<file path="config.mk">
export PLATFORM = sky130hd
export DESIGN_NAME = intc_setclr_top
export DESIGN_NICKNAME = d
export VERILOG_FILES = /design/src/rtl/intc_pkg.sv /design/src/rtl/intc_sc_reg.sv /design/src/rtl/intc_prio.sv /design/src/rtl/intc_setclr_top.sv
export SDC_FILE = /design/constraint.sdc
export NUM_CORES = 1
export LEC_CHECK = 0
export BUFFER_PORTS_ARGS = -buffer_cell sky130_fd_sc_hd__buf_2
export CORE_MARGIN = 5
export CORE_UTILIZATION = 42
export DETAILED_ROUTE_END_ITERATION = 8
export PLACE_DENSITY_LB_ADDON = 0.2
export SKIP_CTS_REPAIR_TIMING = 1
export SLEW_MARGIN = 20
export SYNTH_ARGS = -nofsm -noshare
export SYNTH_HDL_FRONTEND = slang
export SYNTH_HIERARCHICAL = 1
export SYNTH_SLANG_ARGS = --single-unit
</file>
<file path="constraint.sdc">
create_clock -name clk -period 1.1 [get_ports clk]
set_clock_uncertainty 0.1 [all_clocks]
set_input_delay 0.055 -clock clk [delete_from_list [all_inputs] [get_ports clk]]
set_output_delay 0.055 -clock clk [all_outputs]
set_load 0.005 [all_outputs]
</file>
<file path="src/rtl/intc_pkg.sv">
package intc_pkg;
    localparam int DATA_W     = 16;
    localparam int NUM_SRC    = 14;
    localparam int LVL_W      = 3;
    localparam int OP_BIT     = DATA_W - 1;
    localparam int MASTER_BIT = DATA_W - 2;
    localparam int NUM_LVL    = 1 << LVL_W;

    // Fixed source to priority level mapping
    function automatic logic [LVL_W-1:0] src_level(input int idx);
        if (idx >= 13)      return LVL_W'(6);
        else if (idx >= 11) return LVL_W'(5);
        else if (idx >= 7)  return LVL_W'(4);
        else if (idx >= 4)  return LVL_W'(3);
        else if (idx == 3)  return LVL_W'(2);
        else                return LVL_W'(1);
    endfunction

    // Mask of sources belonging to one level
    function automatic logic [NUM_SRC-1:0] level_mask(input int lvl);
        logic [NUM_SRC-1:0] m;
        m = '0;
        for (int i = 0; i < NUM_SRC; i++) begin
            if (int'(src_level(i)) == lvl) m[i] = 1'b1;
        end
        return m;
    endfunction
endpackage

</file>
<file path="src/rtl/intc_sc_reg.sv">
module intc_sc_reg #(
    parameter int              W        = 16,
    parameter int              HW_W     = 14,
    parameter logic [W-1:0]    IMPL     = '1
) (
    input  logic            clk,
    input  logic            rst_n,
    input  logic            wr,
    input  logic [W-1:0]    wdata,
    input  logic [HW_W-1:0] hw_set,
    output logic [W-1:0]    q
);
    localparam int OPB = W - 1;

    typedef struct packed {
        logic [W-1:0] bits;
    } state_t;

    state_t st_d, st_q;
    logic [W-1:0] hw_ext;
    logic [W-1:0] sel;

    always_comb begin
        hw_ext = '0;
        hw_ext[HW_W-1:0] = hw_set;
        sel  = wdata & IMPL;
        st_d = st_q;
        if (wr) begin
            if (wdata[OPB]) st_d.bits = st_q.bits | sel;
            else            st_d.bits = st_q.bits & ~sel;
        end
        // hardware set applied last: it overrides a same-cycle clear
        st_d.bits = st_d.bits | (hw_ext & IMPL);
    end

    always_ff @(posedge clk) begin
        if (!rst_n) st_q <= '0;
        else        st_q <= st_d;
    end

    assign q = st_q.bits;

    // set write raises every selected implemented bit
    a_r1_set_bits: assert property (@(posedge clk) disable iff (!rst_n)
        (wr && wdata[OPB]) |=> ((q & $past(wdata & IMPL)) == $past(wdata & IMPL)));
    // bits written as zero stay unchanged when no hardware pulse arrives
    a_r1_zero_untouched: assert property (@(posedge clk) disable iff (!rst_n)
        (wr && hw_set == '0) |=> ((q & ~$past(wdata)) == ($past(q) & ~$past(wdata))));
    // clear write drops selected bits not raised by hardware
    a_r2_clear_bits: assert property (@(posedge clk) disable iff (!rst_n)
        (wr && !wdata[OPB]) |=> ((q & $past(wdata & ~hw_ext)) == '0));
    // hardware pulse always lands
    a_r6_pulse_sets: assert property (@(posedge clk) disable iff (!rst_n)
        (hw_set != '0) |=> ((q & $past(hw_ext & IMPL)) == $past(hw_ext & IMPL)));
    // unimplemented bits never become 1
    a_r7_reserved_zero: assert property (@(posedge clk) disable iff (!rst_n)
        (q & ~IMPL) == '0);
endmodule

</file>
<file path="src/rtl/intc_prio.sv">
module intc_prio
    import intc_pkg::*;
(
    input  logic               clk,
    input  logic               rst_n,
    input  logic [NUM_SRC-1:0] active,
    input  logic               master,
    output logic [LVL_W-1:0]   level
);
    logic [NUM_LVL-1:0] lvl_hit;

    assign lvl_hit[0] = 1'b0;
    for (genvar l = 1; l < NUM_LVL; l++) begin : g_lvl
        localparam logic [NUM_SRC-1:0] LMASK = level_mask(l);
        assign lvl_hit[l] = master && ((active & LMASK) != '0);
    end

    always_comb begin
        level = '0;
        for (int l = 1; l < NUM_LVL; l++) begin
            if (lvl_hit[l]) level = LVL_W'(l);
        end
    end

    // no level without the master enable
    a_r3_master_gate: assert property (@(posedge clk) disable iff (!rst_n)
        !master |-> level == '0);
    // nothing active means level 0
    a_r5_idle_zero: assert property (@(posedge clk) disable iff (!rst_n)
        (active == '0) |-> level == '0);
    // something active under master gives nonzero level
    a_r5_active_nonzero: assert property (@(posedge clk) disable iff (!rst_n)
        (master && active != '0) |-> level != '0);
    // top source dominates at level 6
    a_r4_top_source: assert property (@(posedge clk) disable iff (!rst_n)
        (master && active[NUM_SRC-1]) |-> level == LVL_W'(6));
endmodule

</file>
<file path="src/rtl/intc_setclr_top.sv">
module intc_setclr_top
    import intc_pkg::*;
(
    input  logic               clk,
    input  logic               rst_n,
    input  logic               mask_wr,
    input  logic               pend_wr,
    input  logic [DATA_W-1:0]  wr_data,
    input  logic [NUM_SRC-1:0] src_pulse,
    output logic [DATA_W-1:0]  mask_rd,
    output logic [DATA_W-1:0]  pend_rd,
    output logic [LVL_W-1:0]   irq_level
);
    localparam logic [DATA_W-1:0] SRC_BITS  = DATA_W'((1 << NUM_SRC) - 1);
    localparam logic [DATA_W-1:0] MASK_IMPL = SRC_BITS | (DATA_W'(1) << MASTER_BIT);
    localparam logic [DATA_W-1:0] PEND_IMPL = SRC_BITS;

    logic [DATA_W-1:0] mask_q, pend_q;
    logic [NUM_SRC-1:0] active;

    intc_sc_reg #(.W(DATA_W), .HW_W(NUM_SRC), .IMPL(MASK_IMPL)) u_mask (
        .clk(clk), .rst_n(rst_n), .wr(mask_wr), .wdata(wr_data),
        .hw_set('0), .q(mask_q)
    );

    intc_sc_reg #(.W(DATA_W), .HW_W(NUM_SRC), .IMPL(PEND_IMPL)) u_pend (
        .clk(clk), .rst_n(rst_n), .wr(pend_wr), .wdata(wr_data),
        .hw_set(src_pulse), .q(pend_q)
    );

    assign active = pend_q[NUM_SRC-1:0] & mask_q[NUM_SRC-1:0];

    intc_prio u_prio (
        .clk(clk), .rst_n(rst_n), .active(active),
        .master(mask_q[MASTER_BIT]), .level(irq_level)
    );

    assign mask_rd = mask_q;
    assign pend_rd = pend_q;

    // operation bit never reads back, pending bit 14 never reads back
    a_r7_readback: assert property (@(posedge clk) disable iff (!rst_n)
        !mask_rd[OP_BIT] && !pend_rd[OP_BIT] && !pend_rd[MASTER_BIT]);
endmodule

</file>
==> impl_metrics.tcl, run 1 <==
set metrics [dict create \
    slew_violations 0 \
    die_h_um 70.4 \
    p_sw_frac 0.260 \
    synth_area_mm2 0.00153 \
    p_leak_uw 0.00122 \
    crit_fanout 2 \
    layout_commonest_cell "buf_2" \
    post-route-period-util 1.50 \
    core_area_mm2 0.00361 \
    antenna_found_initial 0 \
    peakVddDrop_uv 848 \
    ios 69 \
    maxCapViolations 0 \
    crit_arrival_ns 1.50 \
    min_period_ns 1.65 \
    fin_ws_ns -0.550 \
    initial_core_util 0.424 \
    synth_seq_area_share 0.379 \
    rows 22 \
    cts_root_buf "clkbuf_8" \
    dieArea_mm2 0.00495 \
    grt_pass1_vias 1507 \
    hp-class "primary input to register" \
    hold_viol 0 \
    power.density_mw_per_mm2 1110 \
    layout.nets 325 \
    nFillCells 329 \
    synthCells 159 \
    cts_tree "done" \
    r2r_slack_ns 0.07 \
    dp_hpwl_mm 2.87 \
    cts_max_level 2 \
    placedCellCount 318 \
    syn_to_final_growth_pct 58.0 \
    pwr-share-comb 0.268 \
    via_per_inst 4.86 \
    gp_congestion 0.756 \
    vias 1652 \
    gr-total-overflow 0 \
    drive_gt1_frac 0.394 \
    grt.total_usage 0.162 \
    antenna_cells 0 \
    crit_required_ns 0.94 \
    clkTransAtPathRegs_ns 0.06 \
    p_seq_frac 0.437 \
    max_freq_mhz 606 \
    cp-start-kind "register" \
    stdcell_count 340 \
    crit_type "register to output pin" \
    clk_path_buf_depth 2 \
    ys_ff_latch 29 \
    die_w_um 70.4 \
    max_slew_margin 0.626 \
    synth.distinct_cells 22 \
    clkLatencyLatePin_ns 0.27 \
    ys.warnings.count 6 \
    wire_per_inst_um 12.2 \
    layout_common_cells "buf_2, conb_1, buf_4" \
    intPower_uw 2000 \
    outcome "finished, violations left" \
    grt_pass1_wl_mm 6.59 \
    pwr-share-clk 0.295 \
    clock-sinks 29 \
    setup_violations 3 \
    io_buffers 65 \
    grt_max_degree 31 \
    drc_errors 0 \
    numCtsBuffers 5 \
    p_switching_uw 700 \
    drtIter0Drc 125 \
    endpoint_kind "output pin" \
    holdWs_ns 0.0142 \
    seq_area_um2 582 \
    violations "setup timing" \
    ant_nets 0 \
    multi_input_area_um2 981 \
    avgSynthCellArea_um2 9.62 \
    drt_first_pass_iters 4 \
    grt_setup_unrepaired "true" \
    finalWirelength_mm 4.14 \
    tightest_slew_ns 0.561 \
]
layer usage:
layer | vias up | part of all wire | track usage | wire length (um)
li1 | 853 | - | - | -
met1 | 743 | 0.43 | 0.190 | 1760
met2 | 51 | 0.50 | 0.279 | 2060
met3 | 5 | 0.064 | 0.0475 | 264
met4 | 0 | 0.012 | 0.0574 | 51
met5 | - | 0 | 0 | 0
kinds of logic (layout without fill, tap and decap cells):
| kind of cell | after synthesis | count (layout) | share of synthesized area |
|---|---|---|---|
| AO/OA/AOI/OAI | 63 | 63 | 0.382 |
| AND/OR/NAND/NOR | 50 | 50 | 0.157 |
| other | 3 | 31 | 0.00736 |
| flip-flops | 29 | 29 | 0.379 |
| buffers and inverters | 14 | 119 | 0.0744 |
final cells by class:
cell class              instances  share of cell area
clock buffers                   8              0.0331
inverters                       1             0.00155
multi-input cells             144               0.406
flip-flops and latches         29               0.241
well taps                      48              0.0248
repair buffers                110               0.294
per-stage QoR:
step | power [uW] | worst slack (ns) | instance area (um2) | setup TNS, ns | utilization
floorplan | 1530 | -0.122 | 1660 | -0.284 | -
global placement | 1860 | -0.225 | 2180 | -0.662 | 0.604
detailed placement | 1870 | -0.240 | 2180 | -0.812 | 0.604
CTS | 2680 | -0.538 | 2260 | -1.59 | 0.626
global route | 2850 | -0.608 | 2420 | -1.79 | 0.670
finish | 2690 | -0.550 | 2420 | -1.60 | 0.670
worst paths after layout:
check,from,to,depth (start not counted)
setup reg to reg,u_mask/q[4],u_mask/q[4],3
hold reg to reg,u_mask/q[8],u_mask/q[8],3
hold / removal,wr_data[11],u_pend/q[11],3
setup / recovery,u_mask/q[9],irq_level[2],5
Yosys cell counts:
| cell | n | share of area |
|---|---|---|
| a211o_1 | 24 | 0.14 |
| a211o_2 | 4 | 0.026 |
| a21boi_0 | 1 | 0.0049 |
| a21oi_1 | 2 | 0.0065 |
| and2_1 | 14 | 0.057 |
| and3_1 | 1 | 0.0041 |
| buf_2 | 4 | 0.013 |
| buf_4 | 3 | 0.015 |
| buf_6 | 6 | 0.044 |
| conb_1 | 3 | 0.0074 |
| dfxtp_1 | 29 | 0.38 |
| inv_1 | 1 | 0.0025 |
| nand2_1 | 29 | 0.071 |
| nor2_1 | 1 | 0.0025 |
| nor3_1 | 2 | 0.0065 |
| nor4_1 | 1 | 0.0041 |
| o21a_1 | 2 | 0.0098 |
| o311a_1 | 28 | 0.18 |
| o311ai_0 | 1 | 0.0057 |
| o31ai_2 | 1 | 0.0082 |
| or2_2 | 1 | 0.0041 |
| or3_4 | 1 | 0.0074 |
state kept, by name, summed over array words and instances, names as in the netlist, named ones only:
name and cells:
u_mask/q 14, u_pend/q 14
power groups by stage:
stage          logic, uW  registers, uW  clock network (uW)
6_report             721           1180                 796
5_1_grt              795           1190                 865
4_1_cts              671           1180                 830
3_5_place_dp         669           1200                   0
3_3_place_gp         664           1200                   0
2_1_floorplan        311           1220                   0
critical path: stages (launching register included):
cell     delay [ns]
dfxtp_2        0.31
and2_4         0.15
nor4_4         0.33
nand2_2        0.11
o21a_1         0.20
buf_2          0.12
No activity file was read; power rests on OpenSTA's default activity.
==> inputs of run 2 (changes only) <==
--- a/config.mk
+++ b/config.mk
@@ -7,7 +7,7 @@
 export LEC_CHECK = 0
 export BUFFER_PORTS_ARGS = -buffer_cell sky130_fd_sc_hd__buf_2
 export CORE_MARGIN = 5
-export CORE_UTILIZATION = 42
+export CORE_UTILIZATION = 46
 export DETAILED_ROUTE_END_ITERATION = 8
 export PLACE_DENSITY_LB_ADDON = 0.2
 export SKIP_CTS_REPAIR_TIMING = 1
==> constraint.sdc (replaced) <==
create_clock -name clk -period 1.84 [get_ports clk]
set_clock_uncertainty 0.1 [all_clocks]
set_input_delay 0.092 -clock clk [delete_from_list [all_inputs] [get_ports clk]]
set_output_delay 0.092 -clock clk [all_outputs]
set_load 0.005 [all_outputs]
==> run 2 against run 1 <==
  * The flow finishes with violations (hold timing)
  * Largest cell class unchanged
  * Largest power group unchanged
  * Critical endpoint is now irq_level[0]
  * Setup slack gained 0.63 ns
  * Register-to-register slack improved by 0.35 ns
  * Cell count fell by 9.7%
==> impl_metrics.tcl, run 2 (synthesized netlist as in run 1, its figures left out) <==
set metrics [dict create \
    outcome "finished, violations left" \
    violations "hold timing" \
    crit_arrival_ns 1.57 \
    cts_max_level 2 \
    dp_hpwl_mm 2.60 \
    endpoint_kind "output pin" \
    syn_to_final_growth_pct 39.7 \
    rows 21 \
    drt_first_pass_iters 4 \
    cts_root_buf "clkbuf_4" \
    setup_violations 0 \
    drive_gt1_frac 0.303 \
    fin_ws_ns 0.0791 \
    ant_nets 0 \
    hold_viol 1 \
    finalWirelength_mm 3.98 \
    cts_tree "done" \
    max_slew_margin 0.636 \
    clkTransAtPathRegs_ns 0.09 \
    vias 1537 \
    post-route-period-util 0.957 \
    layout_common_cells "buf_2, conb_1, nand2_1, dfxtp_1, o311a_1" \
    wire_per_inst_um 13.0 \
    cp-start-kind "register" \
    core_area_mm2 0.00328 \
    layout.nets 295 \
    stdcell_count 307 \
    die_h_um 67.7 \
    layout_commonest_cell "buf_2" \
    dieArea_mm2 0.00458 \
    placedCellCount 285 \
    crit_required_ns 1.65 \
    crit_fanout 3 \
    final_cell_area_mm2 0.00214 \
    die_w_um 67.7 \
    crit_start "u_pend/q[5]" \
    cpLargestDelayFamily "simple AND/OR/NAND/NOR gates" \
    clkLatencyLatePin_ns 0.31 \
    place_area_mm2 0.00191 \
    drtIter0Drc 94 \
    crit_slowest_cell "or3_4" \
    peakVddDrop_uv 406 \
    min_period_ns 1.76 \
    path_depth 5 \
    grt_pass1_wl_mm 5.56 \
    r2r_slack_ns 0.42 \
    numCtsBuffers 5 \
    post-place-ws_ns 0.318 \
    gp_congestion 0.738 \
    io_buffers 65 \
    worstPathCellList "and2_1, or3_4, nor3_1, a21oi_1, buf_2" \
    r2r-end "u_pend/q[11]" \
    rr_worst_depth 3 \
    via_per_inst 5.01 \
    ios 69 \
    holdWs_ns -0.00230 \
    crit_type "register to output pin" \
    post-route-util 0.651 \
    drc_errors 0 \
    hp-class "primary input to register" \
    tns_ns 0 \
    slew_violations 0 \
    crit_buf_inv 1 \
    r2r_start "u_pend/q[11]" \
    antenna_cells 0 \
    antenna_found_initial 0 \
    clk_path_buf_depth 2 \
    grt_pass1_vias 1239 \
    p_leak_uw 0.00105 \
    gr-total-overflow 0 \
    critPathMaxStageDelay_ns 0.40 \
    tightest_slew_ns 0.545 \
    clock-sinks 29 \
    grt_max_degree 31 \
    endpoint "irq_level[0]" \
    max_freq_mhz 568 \
    maxCapViolations 0 \
    grt_setup_unrepaired "true" \
    initial_core_util 0.466 \
    grt.total_usage 0.162 \
    power.density_mw_per_mm2 672 \
]
==> run 2: cell type report <==
type	instances	area, um2
sequential	29	581
timing repair buffer	80	475
tap	46	57.6
fill	270	1150
inverter	1	3.75
multi-input combinational	144	965
clock buffer	7	55.1
==> run 2: worst reg2reg max path, delay by kind of cell (launching register included) <==
kind	cells	cell delay [ns]
buffers and inverters	1	0.55
DFF	1	0.33
AOI/OAI and AO/OA	2	0.34
==> run 2: metrics by stage <==
stage          power (uW)  hold WS [ns]
4_1_cts              1410       -0.0821
3_5_place_dp         1030         0.259
2_1_floorplan         908         0.123
3_3_place_gp         1020         0.260
5_1_grt              1520       0.00370
6_report             1440      -0.00230
==> run 2: how the worst min path moves through the flow <==
| stage | startpoint | endpoint | slack, ns | cells after the start |
|---|---|---|---|---|
| 2_1_floorplan | rst_n | u_mask/q[10] | 0.12 | 1 |
| 3_3_place_gp | src_pulse[4] | u_pend/q[4] | 0.26 | 2 |
| 3_5_place_dp | src_pulse[5] | u_pend/q[5] | 0.26 | 2 |
| 4_1_cts | src_pulse[4] | u_pend/q[4] | -0.08 | 2 |
| 5_1_grt | wr_data[4] | u_mask/q[4] | 0.004 | 3 |
| 6_report | wr_data[12] | u_pend/q[12] | -0.002 | 3 |
==> run 2: power breakdown <==
group | internal [uW] | total, uW | switching [uW]
registers | 680 | 714 | 34.1
logic | 178 | 335 | 157
clock network | 180 | 386 | 206
==> run 2: per-layer routing <==
| metal | track usage | part of all wire | up-vias |
|---|---|---|---|
| met3 | 0.0449 | 0.067 | 5 |
| met5 | 0 | 0 | - |
| met4 | 0.0684 | 0.011 | 0 |
| met1 | 0.194 | 0.42 | 695 |
| li1 | - | - | 796 |
| met2 | 0.271 | 0.51 | 41 |
==> inputs of run 3 (changes only) <==
--- a/config.mk
+++ b/config.mk
@@ -6,11 +6,13 @@
 export NUM_CORES = 1
 export LEC_CHECK = 0
 export BUFFER_PORTS_ARGS = -buffer_cell sky130_fd_sc_hd__buf_2
+export CORE_ASPECT_RATIO = 1.4
 export CORE_MARGIN = 5
 export CORE_UTILIZATION = 46
 export DETAILED_ROUTE_END_ITERATION = 8
 export PLACE_DENSITY_LB_ADDON = 0.2
 export SKIP_CTS_REPAIR_TIMING = 1
+export SKIP_LAST_GASP = 1
 export SLEW_MARGIN = 20
 export SYNTH_ARGS = -nofsm -noshare
 export SYNTH_HDL_FRONTEND = slang
==> run 3 against run 2 <==
  * The flow now finishes without violations
  * Via count is 0.78% higher
  * Non-clock buffer count is 2 lower
  * Fmax is 3.7% higher
  * Cell count is 2.9% lower
  * Routed wire length is 2.4% lower
  * Sequential power hardly changed
  * Sequential share of layout area is 0.19 points higher
  * Setup slack better by 0.063 ns
  * Largest power group unchanged
==> impl_metrics.tcl, run 3 (synthesized netlist as in run 1, its figures left out) <==
set metrics [dict create \
    layout.nets 293 \
    layout_commonest_cell "buf_2" \
    r2r_start "u_mask/q[3]" \
    hp-start "src_pulse[5]" \
    gp_congestion 0.792 \
    power.density_mw_per_mm2 730 \
    endpoint_kind "output pin" \
    core_area_mm2 0.00315 \
    p_switching_uw 401 \
    setup_violations 0 \
    dieArea_mm2 0.00460 \
    p_leak_uw 0.00105 \
    grt_max_degree 31 \
    ios 69 \
    clk_path_buf_depth 2 \
    clkLatencyLatePin_ns 0.27 \
    syn_to_final_growth_pct 38.7 \
    hold_viol 0 \
    dp_hpwl_mm 2.67 \
    layout_common_cells "buf_2, conb_1, nand2_1, dfxtp_1, o311a_1" \
    crit_start "u_pend/q[5]" \
    peakVddDrop_uv 561 \
    holdPathStages 2 \
    die_w_um 58.7 \
    p_sw_frac 0.259 \
    drt_first_pass_iters 4 \
    initial_core_util 0.485 \
    slew_violations 0 \
    crit_arrival_ns 1.51 \
    crit_required_ns 1.65 \
    grt_pass1_vias 1358 \
    grt.total_usage 0.168 \
    rr_worst_depth 2 \
    nFillCells 292 \
    antenna_cells 0 \
    io_buffers 65 \
    vias 1549 \
    pwr-share-clk 0.330 \
    post-route-util 0.673 \
    numCtsBuffers 5 \
    critPathMaxStageDelay_ns 0.39 \
    r2r_slack_ns 0.92 \
    cts_root_buf "clkbuf_8" \
    clkTransAtPathRegs_ns 0.06 \
    grt_setup_unrepaired "false" \
    crit_type "register to output pin" \
    wire_per_inst_um 13.0 \
    cp-start-kind "register" \
    min_period_ns 1.70 \
    maxCapViolations 0 \
    cts_max_level 2 \
    drive_gt1_frac 0.305 \
    rows 24 \
    via_per_inst 5.20 \
    tightest_slew_ns 0.542 \
    r2r-end "u_mask/q[3]" \
    die_h_um 78.2 \
    crit_slowest_cell "or3_4" \
    max_slew_margin 0.638 \
    post-route-period-util 0.923 \
    drtIter0Drc 57 \
    grt_pass1_wl_mm 6.09 \
    drc_errors 0 \
    ant_nets 0 \
    p_seq_frac 0.461 \
    tns_ns 0 \
    intPower_uw 1150 \
    worstPathCellList "and2_1, or3_4, o31ai_2, a21oi_1, buf_2" \
    max_freq_mhz 589 \
    cpLargestDelayFamily "simple AND/OR/NAND/NOR gates" \
    outcome "completed" \
    cts_tree "done" \
    min_delay_worst_endpoint "u_pend/q[5]" \
    crit_buf_inv 1 \
    finalWirelength_mm 3.88 \
    crit_fanout 3 \
    clock-sinks 29 \
    gr-total-overflow 0 \
    pwr-share-comb 0.209 \
    hp-class "primary input to register" \
    antenna_found_initial 0 \
]
==> run 3: worst reg2reg max path, cell delays in order, from the launching register on <==
cell     delay, ns
dfxtp_1       0.32
a211o_2       0.27
o311a_1       0.12
==> run 3: how the worst max path moves through the flow <==
stage | to | slack, ns | cells past startpoint
2_1_floorplan | irq_level[1] | 0.58 | 4
4_1_cts | irq_level[0] | 0.09 | 5
3_5_place_dp | irq_level[2] | 0.40 | 5
3_3_place_gp | irq_level[0] | 0.43 | 5
5_1_grt | irq_level[1] | 0.04 | 5
6_report | irq_level[1] | 0.14 | 5
==> run 3: through the flow <==
step                      total power, uW  cell area [um2]  instances  hold slack, ns  setup slack (ns)
after floorplan                       908             1640        187           0.123             0.581
after global placement               1020             1900        278           0.261             0.427
after detailed placement             1030             1900        278           0.263             0.405
after CTS                            1550             1990        285         -0.0329            0.0929
after global routing                 1650             2120        298          0.0143            0.0378
final                                1550             2120        298         0.00801             0.142
==> run 3: power by group through the flow <==
stage,clock network [uW],logic [uW],registers (uW)
final,511,323,714
after global routing,568,364,723
after CTS,535,301,715
after detailed placement,0,300,728
after global placement,0,297,727
after floorplan,0,178,731
==> run 3: per-layer routing <==
layer / wire length [um] / vias to the layer above / GRT usage / part of all wire
met3: 287 / 2 / 0.0542 / 0.074
met4: 14 / 0 / 0.0612 / 0.0036
li1: - / 789 / - / -
met5: 0 / - / 0 / 0
met2: 1980 / 49 / 0.279 / 0.51
met1: 1600 / 709 / 0.199 / 0.41
==> run 3: final cells by class <==
| type | count | area (um2) | share of cell area |
|---|---|---|---|
| timing repair buffer | 78 | 455 | 0.215 |
| inverter | 1 | 3.75 | 0.00177 |
| tap | 39 | 48.8 | 0.0230 |
| clock buffer | 7 | 86.3 | 0.0407 |
| multi-input combinational | 144 | 947 | 0.446 |
| sequential | 29 | 581 | 0.274 |
